[src/rtl/tfw_pkg.sv]
package tfw_pkg;
  localparam int CFG_W = 8;

  typedef struct packed {
    logic       burst;
    logic       upd;
    logic [1:0] wm;
  } cfg_t;

  // threshold in bytes: (code+1) steps of word writes, code 3 aliases code 0
  function automatic int unsigned wm_bytes(logic [1:0] code, int unsigned step_writes);
    int unsigned c;
    c = (code == 2'b11) ? 0 : int'(code);
    return 2 * step_writes * (c + 1);
  endfunction

  function automatic int unsigned free_bytes(int unsigned depth, int unsigned used);
    return depth - used;
  endfunction
endpackage

[src/rtl/tfw_cfg.sv]
module tfw_cfg
  import tfw_pkg::*;
(
  input  logic             clk,
  input  logic             rst_n,
  input  logic             sw_rst,
  input  logic             retry_fail,
  input  logic             cfg_we,
  input  logic [CFG_W-1:0] cfg_wdata,
  output logic [CFG_W-1:0] cfg_rdata,
  output logic [1:0]       wm_act,
  output logic             burst,
  output logic             commit
);
  cfg_t staged;
  cfg_t wr_fields;
  logic [1:0] wm_live;

  assign wr_fields = cfg_t'(cfg_wdata[3:0]);
  assign commit    = !sw_rst && (staged.upd || retry_fail);

  always_ff @(posedge clk or negedge rst_n) begin
    if (!rst_n) begin
      staged  <= '0;
      wm_live <= '0;
    end else if (sw_rst) begin
      staged  <= '0;
      wm_live <= '0;
    end else begin
      if (commit) wm_live <= staged.wm;
      if (cfg_we) staged <= wr_fields;
      else if (commit) staged.upd <= 1'b0;
    end
  end

  assign cfg_rdata = {{(CFG_W-4){1'b0}}, staged};
  assign wm_act    = wm_live;
  assign burst     = staged.burst;

  // the update bit clears itself unless re-armed
  a_r3_upd_selfclear: assert property (@(posedge clk) disable iff (!rst_n)
    (staged.upd && !cfg_we) |=> !staged.upd);
  // the active watermark moves only on a commit
  a_r2_wm_held: assert property (@(posedge clk) disable iff (!rst_n)
    (!commit && !sw_rst) |=> $stable(wm_live));
  // a retry pulse loads the staged value
  a_r4_retry_loads: assert property (@(posedge clk) disable iff (!rst_n)
    (retry_fail && !sw_rst) |=> (wm_live == $past(staged.wm)));
endmodule

[src/rtl/tfw_store.sv]
module tfw_store #(
  parameter int DEPTH = 32,
  localparam int AW = $clog2(DEPTH),
  localparam int CW = AW + 1
) (
  input  logic          clk,
  input  logic          rst_n,
  input  logic          sw_rst,
  input  logic          flush,
  input  logic          wr_en,
  input  logic [15:0]   wr_data,
  input  logic          rd_en,
  output logic [7:0]    rd_data,
  output logic          empty,
  output logic [CW-1:0] count,
  output logic          overflow
);
  logic [7:0]    mem [DEPTH];
  logic [AW-1:0] wr_ptr, rd_ptr;
  logic [CW-1:0] space;
  logic          hold_off, wr_acc, wr_drop, rd_acc;
  logic [CW-1:0] count_nxt;

  assign space     = CW'(tfw_pkg::free_bytes(DEPTH, int'(count)));
  assign hold_off  = flush || sw_rst;
  assign wr_acc    = wr_en && !hold_off && (space >= CW'(2));
  assign wr_drop   = wr_en && !hold_off && (space < CW'(2));
  assign rd_acc    = rd_en && !hold_off && (count != '0);
  assign count_nxt = count + (wr_acc ? CW'(2) : CW'(0)) - (rd_acc ? CW'(1) : CW'(0));
  assign empty     = (count == '0);
  assign rd_data   = empty ? 8'h00 : mem[rd_ptr];

  always_ff @(posedge clk) begin
    if (wr_acc) begin
      mem[wr_ptr]          <= wr_data[7:0];
      mem[wr_ptr + AW'(1)] <= wr_data[15:8];
    end
  end

  always_ff @(posedge clk or negedge rst_n) begin
    if (!rst_n) begin
      wr_ptr <= '0; rd_ptr <= '0; count <= '0; overflow <= 1'b0;
    end else if (sw_rst) begin
      wr_ptr <= '0; rd_ptr <= '0; count <= '0; overflow <= 1'b0;
    end else if (flush) begin
      wr_ptr <= '0; rd_ptr <= '0; count <= '0;
    end else begin
      if (wr_acc) wr_ptr <= wr_ptr + AW'(2);
      if (rd_acc) rd_ptr <= rd_ptr + AW'(1);
      count <= count_nxt;
      if (wr_drop) overflow <= 1'b1;
    end
  end

  // occupancy never exceeds the depth
  a_r7_no_overflow: assert property (@(posedge clk) disable iff (!rst_n)
    count <= CW'(DEPTH));
  // the overflow flag is sticky
  a_r7_ovf_sticky: assert property (@(posedge clk) disable iff (!rst_n)
    (overflow && !sw_rst) |=> overflow);
  // an empty read with no write leaves the queue empty
  a_r8_empty_read: assert property (@(posedge clk) disable iff (!rst_n)
    (rd_en && empty && !wr_en) |=> empty);
  // a flush leaves nothing behind
  a_r3_flush_empties: assert property (@(posedge clk) disable iff (!rst_n)
    flush |=> (count == '0));
endmodule

[src/rtl/tfw_req.sv]
module tfw_req #(
  parameter int DEPTH      = 32,
  parameter int STEP_WRITES = 4,
  localparam int CW = $clog2(DEPTH) + 1
) (
  input  logic          clk,
  input  logic          rst_n,
  input  logic          sw_rst,
  input  logic [CW-1:0] count,
  input  logic [1:0]    wm_act,
  input  logic          burst,
  input  logic          eof,
  output logic          req
);
  logic [CW-1:0] space, thr;
  logic          reach, keep, req_hold;

  assign space = CW'(tfw_pkg::free_bytes(DEPTH, int'(count)));
  assign thr   = CW'(tfw_pkg::wm_bytes(wm_act, STEP_WRITES));
  assign reach = (space >= thr);
  assign keep  = req_hold && (space > CW'(2)) && !(eof && (space <= CW'(4)));
  assign req   = reach || (burst && keep);

  always_ff @(posedge clk or negedge rst_n) begin
    if (!rst_n)      req_hold <= 1'b0;
    else if (sw_rst) req_hold <= 1'b0;
    else             req_hold <= req;
  end

  // burst mode withdraws the request with one word of space left
  a_r6_burst_drop: assert property (@(posedge clk) disable iff (!rst_n)
    (burst && space <= CW'(2)) |-> !req);
  // burst mode keeps a raised request while more than a word fits
  a_r6_burst_keep: assert property (@(posedge clk) disable iff (!rst_n)
    (burst && !$past(sw_rst) && $past(req) && space > CW'(4)) |-> req);
  // normal mode never requests below the threshold
  a_r5_normal_gate: assert property (@(posedge clk) disable iff (!rst_n)
    (!burst && space < thr) |-> !req);
endmodule

[src/rtl/tx_wm_fifo.sv]
module tx_wm_fifo #(
  parameter int DEPTH       = 32,
  parameter int STEP_WRITES = 4
) (
  input  logic        clk,
  input  logic        rst_n,
  input  logic        sw_rst,
  input  logic        retry_fail,
  input  logic        host_we,
  input  logic [15:0] host_wdata,
  input  logic        host_eof,
  input  logic        ser_rd,
  output logic [7:0]  ser_data,
  output logic        ser_empty,
  input  logic        cfg_we,
  input  logic [7:0]  cfg_wdata,
  output logic [7:0]  cfg_rdata,
  output logic        tx_req,
  output logic        tx_overflow
);
  localparam int CW = $clog2(DEPTH) + 1;

  logic [1:0]    wm_act;
  logic          burst, commit;
  logic [CW-1:0] count;

  tfw_cfg u_cfg (
    .clk(clk), .rst_n(rst_n), .sw_rst(sw_rst), .retry_fail(retry_fail),
    .cfg_we(cfg_we), .cfg_wdata(cfg_wdata), .cfg_rdata(cfg_rdata),
    .wm_act(wm_act), .burst(burst), .commit(commit)
  );

  tfw_store #(.DEPTH(DEPTH)) u_store (
    .clk(clk), .rst_n(rst_n), .sw_rst(sw_rst), .flush(commit),
    .wr_en(host_we), .wr_data(host_wdata), .rd_en(ser_rd),
    .rd_data(ser_data), .empty(ser_empty), .count(count), .overflow(tx_overflow)
  );

  tfw_req #(.DEPTH(DEPTH), .STEP_WRITES(STEP_WRITES)) u_req (
    .clk(clk), .rst_n(rst_n), .sw_rst(sw_rst), .count(count),
    .wm_act(wm_act), .burst(burst), .eof(host_eof), .req(tx_req)
  );

  // a commit is followed by an empty queue
  a_r3_commit_empty: assert property (@(posedge clk) disable iff (!rst_n)
    commit |=> ser_empty);
  // software reset clears the flag and config
  a_r9_swrst_clear: assert property (@(posedge clk) disable iff (!rst_n)
    (sw_rst && !cfg_we) |=> (!tx_overflow && cfg_rdata == 8'h00));
endmodule

[config.mk]
export PLATFORM = sky130hd
export DESIGN_NAME = tx_wm_fifo
export DESIGN_NICKNAME = d
export VERILOG_FILES = /design/src/rtl/tfw_pkg.sv /design/src/rtl/tfw_cfg.sv /design/src/rtl/tfw_store.sv /design/src/rtl/tfw_req.sv /design/src/rtl/tx_wm_fifo.sv
export SDC_FILE = /design/constraint.sdc
export NUM_CORES = 1
export LEC_CHECK = 0
export ABC_CLOCK_PERIOD_IN_PS = 11000
export BUFFER_PORTS_ARGS = -buffer_cell sky130_fd_sc_hd__buf_4
export CORE_MARGIN = 4
export CORE_UTILIZATION = 40
export CTS_CLUSTER_DIAMETER = 40
export DETAILED_ROUTE_END_ITERATION = 12
export PLACE_DENSITY = 0.56
export RECOVER_POWER = 50
export REMOVE_ABC_BUFFERS = 1
export SKIP_LAST_GASP = 1
export SYNTH_ARGS = -nofsm -noshare
export SYNTH_HDL_FRONTEND = slang
export SYNTH_SLANG_ARGS = --single-unit
[constraint.sdc]
create_clock -name clk -period 11 [get_ports clk]
set_clock_uncertainty 0.05 [all_clocks]
set_input_delay 0 -clock clk [delete_from_list [all_inputs] [get_ports clk]]
set_output_delay 0 -clock clk [all_outputs]
set_load 0.01 [all_outputs]
Word level (Yosys, flattened, before mapping)
Memories as Yosys holds them, arrays and structs flattened. Cells that the tools add are included.

Bitwise logic cells: 0. $lt $le $gt $ge: 5. Reduce and logical (&&, ||, !) cells: 25. Equal/unequal tests: 2. Multiply operators: 0. Shifts and indexed selects: 0. Divide/modulo/power cells: 0. Muxes and demuxes: 25. $add $sub $neg: 7.

Operator list (number): $mux W5 (6); $mux W6 (2); $add A5 B1 Y5 const B (2); $logic_and A1 B1 Y1 (10); $mux W1 (10); $mux W2 (5); $reduce_bool A3 Y1 (3); $mux W8 (1); $add A6 B6 Y6 (1); $ge A6 B2 Y1 const B (1); $ge A6 B6 Y1 (1); $gt A6 B2 Y1 const B (1); $le A6 B3 Y1 const B (1); $logic_not A6 Y1 (1); $lt A6 B2 Y1 const B (1); $reduce_bool A2 Y1 (3); $reduce_bool A6 Y1 (1); $sub A6 B6 Y6 (1); $sub A6 B6 Y6 const A (1); $add A5 B2 Y5 const B (1); $mux W4 (1); $add A3 B1 Y3 const B (1); $logic_not A1 Y1 (3); $logic_or A1 B1 Y1 (3); 3 further kinds (3).

Memory bits (read-only): 0. RAM bits: 256. Memories: 1. Bits in latches: 0. Bits in registers: 24. Output and inout port bits: 19. Bits of input ports: 32. Word-level logic and storage cells: 74.

Memories: u_store.mem (depth 32, width 8, read ports 1, clocked after Yosys merged registers in 0, write ports 2, RTL line tfw_store.sv:18) `logic [7:0] mem [DEPTH];`.

Depth between registers and ports, before layout
Depth in word-level cells: 11. Depth in mapped cells: 19. Mapped depth without buffers: 16.

By module
From an unflattened synthesis, not the netlist that was laid out.

Cells, all modules: 977. Area total of the unflattened synthesis: 13929.6 sq um.

Modules (own cells, without submodules): tfw_store (area each 13374.1 sq um, cells an instance 916, times used 1, sequential area each 8087.8 sq um); tfw_cfg (area each 285.3 sq um, cells an instance 28, times used 1, sequential area each 150.1 sq um); tfw_req (area each 270.3 sq um, cells an instance 33, times used 1, sequential area each 25.0 sq um).

Worst setup path before layout
No wires, ideal clock.

Kind: flip-flop to flip-flop. Start point: register u_store.count[1]. End point: register u_store.count[5]. Setup time: 136 ps. Data arrival time: 3311 ps. Path buffers: 3. Data required time: 10814 ps. Stages on the path, launching flop included: 20. Setup slack: 7503 ps. Period minus slack after synthesis: 3497 ps. Cells stage by stage: dfrtp_1 -> clkbuf_2 -> inv_1 -> ha_1 -> nor2b_1 -> nand2_1 -> a2111o_1 -> buf_2 -> nand2_1 -> buf_2 -> ha_1 -> inv_1 -> ha_1 -> inv_1 -> fa_1 -> nor2_1 -> nor2_1 -> nor2_1 -> or3_1 -> a21oi_1.

Word-level cells in the longest chain between the ends: 8. Elaborated cells between the ends (all ways): 11. Those cells by class: add/sub: 3; order compare: 1; mux: 4; reduce/logical: 3.

RTL lines: start: declaration (RTL line tfw_store.sv:15) `output logic [CW-1:0] count,`; start signal: assignment (RTL line tfw_store.sv:50) `count <= count_nxt;`; $sub A6 B6 Y6 (RTL line tfw_pkg.sv:18) `return depth - used;`; $ge A6 B2 Y1 (RTL line tfw_store.sv:26) `assign wr_acc = wr_en && !hold_off && (space >= CW'(2));`; $logic_and A1 B1 Y1 (RTL line tfw_store.sv:26); $mux W2 (RTL line tfw_store.sv:29) `assign count_nxt = count + (wr_acc ? CW'(2) : CW'(0)) - (rd_acc ? CW'(1) : CW'(0));`; $add A6 B6 Y6 (RTL line tfw_store.sv:29); $sub A6 B6 Y6 * (RTL line tfw_store.sv:29); $mux W6 * (RTL line tfw_store.sv:45) `end else if (flush) begin`; $mux W6 * (RTL line tfw_store.sv:43) `end else if (sw_rst) begin`.

Every way passes the cells marked *; elsewhere a longest branch is shown, timed or not. A chain may end at the register's enable or synchronous reset.

Worst setup path after layout
Start point: register u_store.rd_ptr[0]. End point: output port ser_data[7].

Word-level cells in the longest chain between the ends: 2.

RTL lines: start: declaration (RTL line tfw_store.sv:19) `logic [AW-1:0] wr_ptr, rd_ptr;`; start signal: assignment (RTL line tfw_store.sv:49) `if (rd_acc) rd_ptr <= rd_ptr + AW'(1);`; $mem_v2 Z32 W8; $mux W8 (RTL line tfw_store.sv:31) `assign rd_data = empty ? 8'h00 : mem[rd_ptr];`; end: declaration (RTL line tx_wm_fifo.sv:13) `output logic [7:0] ser_data,`.

No other way between the ends.

==> results.ini <==
[setup_path]
critPathLaunchType=flop
end_kind=primary output
required_ns=10.95
critPathKind=reg -> out
arrival_ns=6.82
crit_path_max_fanout=48

[global_route]
grt-ovfl-total=0
grt_pass1_wl_um=50400
grt.total_usage=0.176
grt_max_degree=49
grt_pass1_vias=7616
antenna_found_initial=0

[synth]
synth_area_leaders=edfxtp_1 (55%), mux2_2 (11%), mux4_2 (7.8%)
synth_area_um2=13900
yosysSeqAreaShare=0.597
ys_async_sr_fraction=0.0824
ys.flop_type=edfxtp_1
synth_edf_count=256
ys_ff_latch=279
postSynthAreaPerCell_um2=14.6
ys_warn_count=0
synthDistinctLibCells=57
yosys.area.top_type_share=0.555
syn-instance-count=951
yosysTopAreaCell=edfxtp_1

[place]
dp_hpwl_um=20200
io_buffer_count=42
gp_congestion=0.772

[route]
vias=7612
route.detailed.drc=0
drtPass1Iterations=5
vias_per_cell=5.59
ant_nets=0
wl_per_cell_um=24.5
totalWireLength_um=33400
drt_iter0_markers=688

[timing]
fin_crit_ns=6.87
timing.final.crit_share=0.625
max_freq_mhz=146
finalSetupViolations=0
hold_violations=0
slew_headroom=-1.40
final.setup.tns_ns=0
maxSlewViolCount=303
tightest_slew_ns=3.60
hold-worst-slack_ns=0.128
rsz0062_at_grt=false

[floorplan]
die_x_um=194
fp.coreArea_um2=33900
start_util=0.409
die_y_um=194
rows=67
die_area_um2=37700
ios=51

[finish]
area_delta_synth_final_pct=12.6
final_layout_size_suffix_gt1_frac=0.336
regArea_um2=8260
antennaDiodeCount=0
n_fill_cell=2975
nets=937
multi_input_area_um2=4620

[power_and_ir_drop]
p_leak_nw=5.10
irDropWorstVdd_uv=104
power_frac_seq=0.430
pwr-share-clk=0.451
power_switching_mw=0.669
comb_power_share=0.119
p_int_mw=2.10
power.density_nw_per_um2=177
switching_share=0.242

[clock_network]
htree_levels=2
ctsResizeCount=0
clk_pin_slew_ns=0.05
cts_tree=built
cts_root_buf=clkbuf_16
cts_buffer_depth=3
cts_num_sinks=279
cts_made_buffers=39
clock_latency_ns=0.51

[run_status]
status=complete, but fails checks
violations=capacitance limit, slew limit

[job]
cap_viol_max_count=9

[min_path]
hp-class=in -> reg

through the flow:
stage	cell area [µm²]	setup slack [ns]	std cells	util	total power [mW]
finish	15600	4.13	1362	0.461	2.76
global route	15600	3.40	1362	0.461	2.87
CTS	15800	6.73	1362	0.466	2.81
detailed placement	14100	6.72	1259	0.417	1.55
global placement	14100	6.79	1259	0.417	1.54
floorplan	13000	6.93	741	-	1.42
layout by cell type, fill, tap and decap left out, types with 5 or more instances in the layout:
master,count
nor4_1,5
mux2_2,131
edfxtp_1,256
nor2_1,24
a22o_1,8
clkbuf_1,31
a22oi_1,8
clkbuf_16,40
nor4_4,5
inv_1,19
buf_4,46
a211oi_1,24
ha_1,18
o221ai_1,5
mux2i_1,32
o22ai_1,9
nor3_1,13
a21oi_1,9
dfrtp_1,22
o21ai_0,8
nand3_1,9
nor2b_1,6
nand2_1,19
dlygate4sd3_1,33
mux4_2,48
state kept, by name (all words and copies together), names as in the netlist:
register / flops
u_store.rd_ptr: 5
u_req.req_hold: 1
u_cfg.wm_act: 2
u_cfg.cfg_rdata: 3
u_cfg.burst: 1
u_store.count: 6
u_store.wr_ptr: 4
u_store.overflow: 1
u_store.mem: 256
final timing paths:
path / startpoint / to / slack (ns) / cells after the start
worst max-delay path: u_store.rd_ptr[0] / ser_data[7] / 4.13 / 6
worst min-delay path: host_eof / u_req.req_hold / 0.13 / 5
worst max register to register: u_store.rd_ptr[0] / u_store.rd_ptr[4] / 5.26 / 5
worst min register to register: u_store.overflow / u_store.overflow / 0.48 / 2
max in group asynchronous: rst_n / u_store.rd_ptr[1] / 8.86 / 4
min in group asynchronous: rst_n / u_store.wr_ptr[4] / 1.07 / 4
Yosys cell counts (6+ instances only):
cell and number:
nand2_1 19, nor2b_1 6, clkbuf_1 183, nand3_1 9, inv_1 19, mux4_2 48, mux2i_1 32, dfrtp_1 23
ha_1 18, nor4_1 9, o22ai_1 9, a21oi_1 9, nor2_1 23, nor3_1 13, a22o_1 8, o21ai_0 8
a211oi_1 24, buf_4 9, mux2_2 131, a22oi_1 8, buf_2 12, edfxtp_1 256
timing repair:
item | CTS | global route
hold endpoints to repair | 277 | 0
hold buffers | 34 | 0
buffers inserted | 0 | 0
final cells by class:
class | count | share of cell area
Clock buffer | 50 | 0.0685
Clock inverter | 19 | 0.0152
Inverter | 20 | 0.00481
Multi-Input combinational cell | 442 | 0.296
Sequential cell | 279 | 0.530
Tap cell | 448 | 0.0359
Timing Repair Buffer | 104 | 0.0496
kinds of logic (layout without fill, tap and decap cells):
| kind of cell | after synthesis | in the layout | share of synthesized area |
|---|---|---|---|
| AO/OA/AOI/OAI | 84 | 84 | 0.0457 |
| XOR/XNOR | 8 | 8 | 0.00614 |
| adder cells (fa/ha/maj) | 19 | 19 | 0.0177 |
| buffers and inverters | 233 | 193 | 0.0679 |
| flip-flops | 279 | 279 | 0.597 |
| multiplexers | 212 | 212 | 0.208 |
| other | 1 | 4 | 0.000271 |
| AND/OR/NAND/NOR | 115 | 115 | 0.0573 |
power groups by stage:
stage / registers (mW) / logic [mW] / clock network (mW)
final: 1.19 / 0.328 / 1.25
after global routing: 1.19 / 0.357 / 1.32
after CTS: 1.19 / 0.349 / 1.27
after detailed placement: 1.21 / 0.337 / 0
after global placement: 1.21 / 0.334 / 0
after floorplan: 1.21 / 0.204 / 0
per-layer routing:
| metal | vias to the layer above | global-route usage | wire length, µm |
|---|---|---|---|
| li1 | 3381 | - | - |
| met1 | 3958 | 0.255 | 14800 |
| met2 | 213 | 0.283 | 16100 |
| met3 | 60 | 0.0238 | 1620 |
| met4 | 0 | 0.0448 | 787 |
| met5 | - | 0 | 0 |
critical path, cell delays in order, from the launching register on:
cell and delay, ns:
dfrtp_1 1.84, clkbuf_1 2.63, mux4_2 0.74, a22o_1 0.27, a211oi_1 0.41, a211oi_1 0.16, buf_4 0.18
Power figures use the tool's default switching activity.
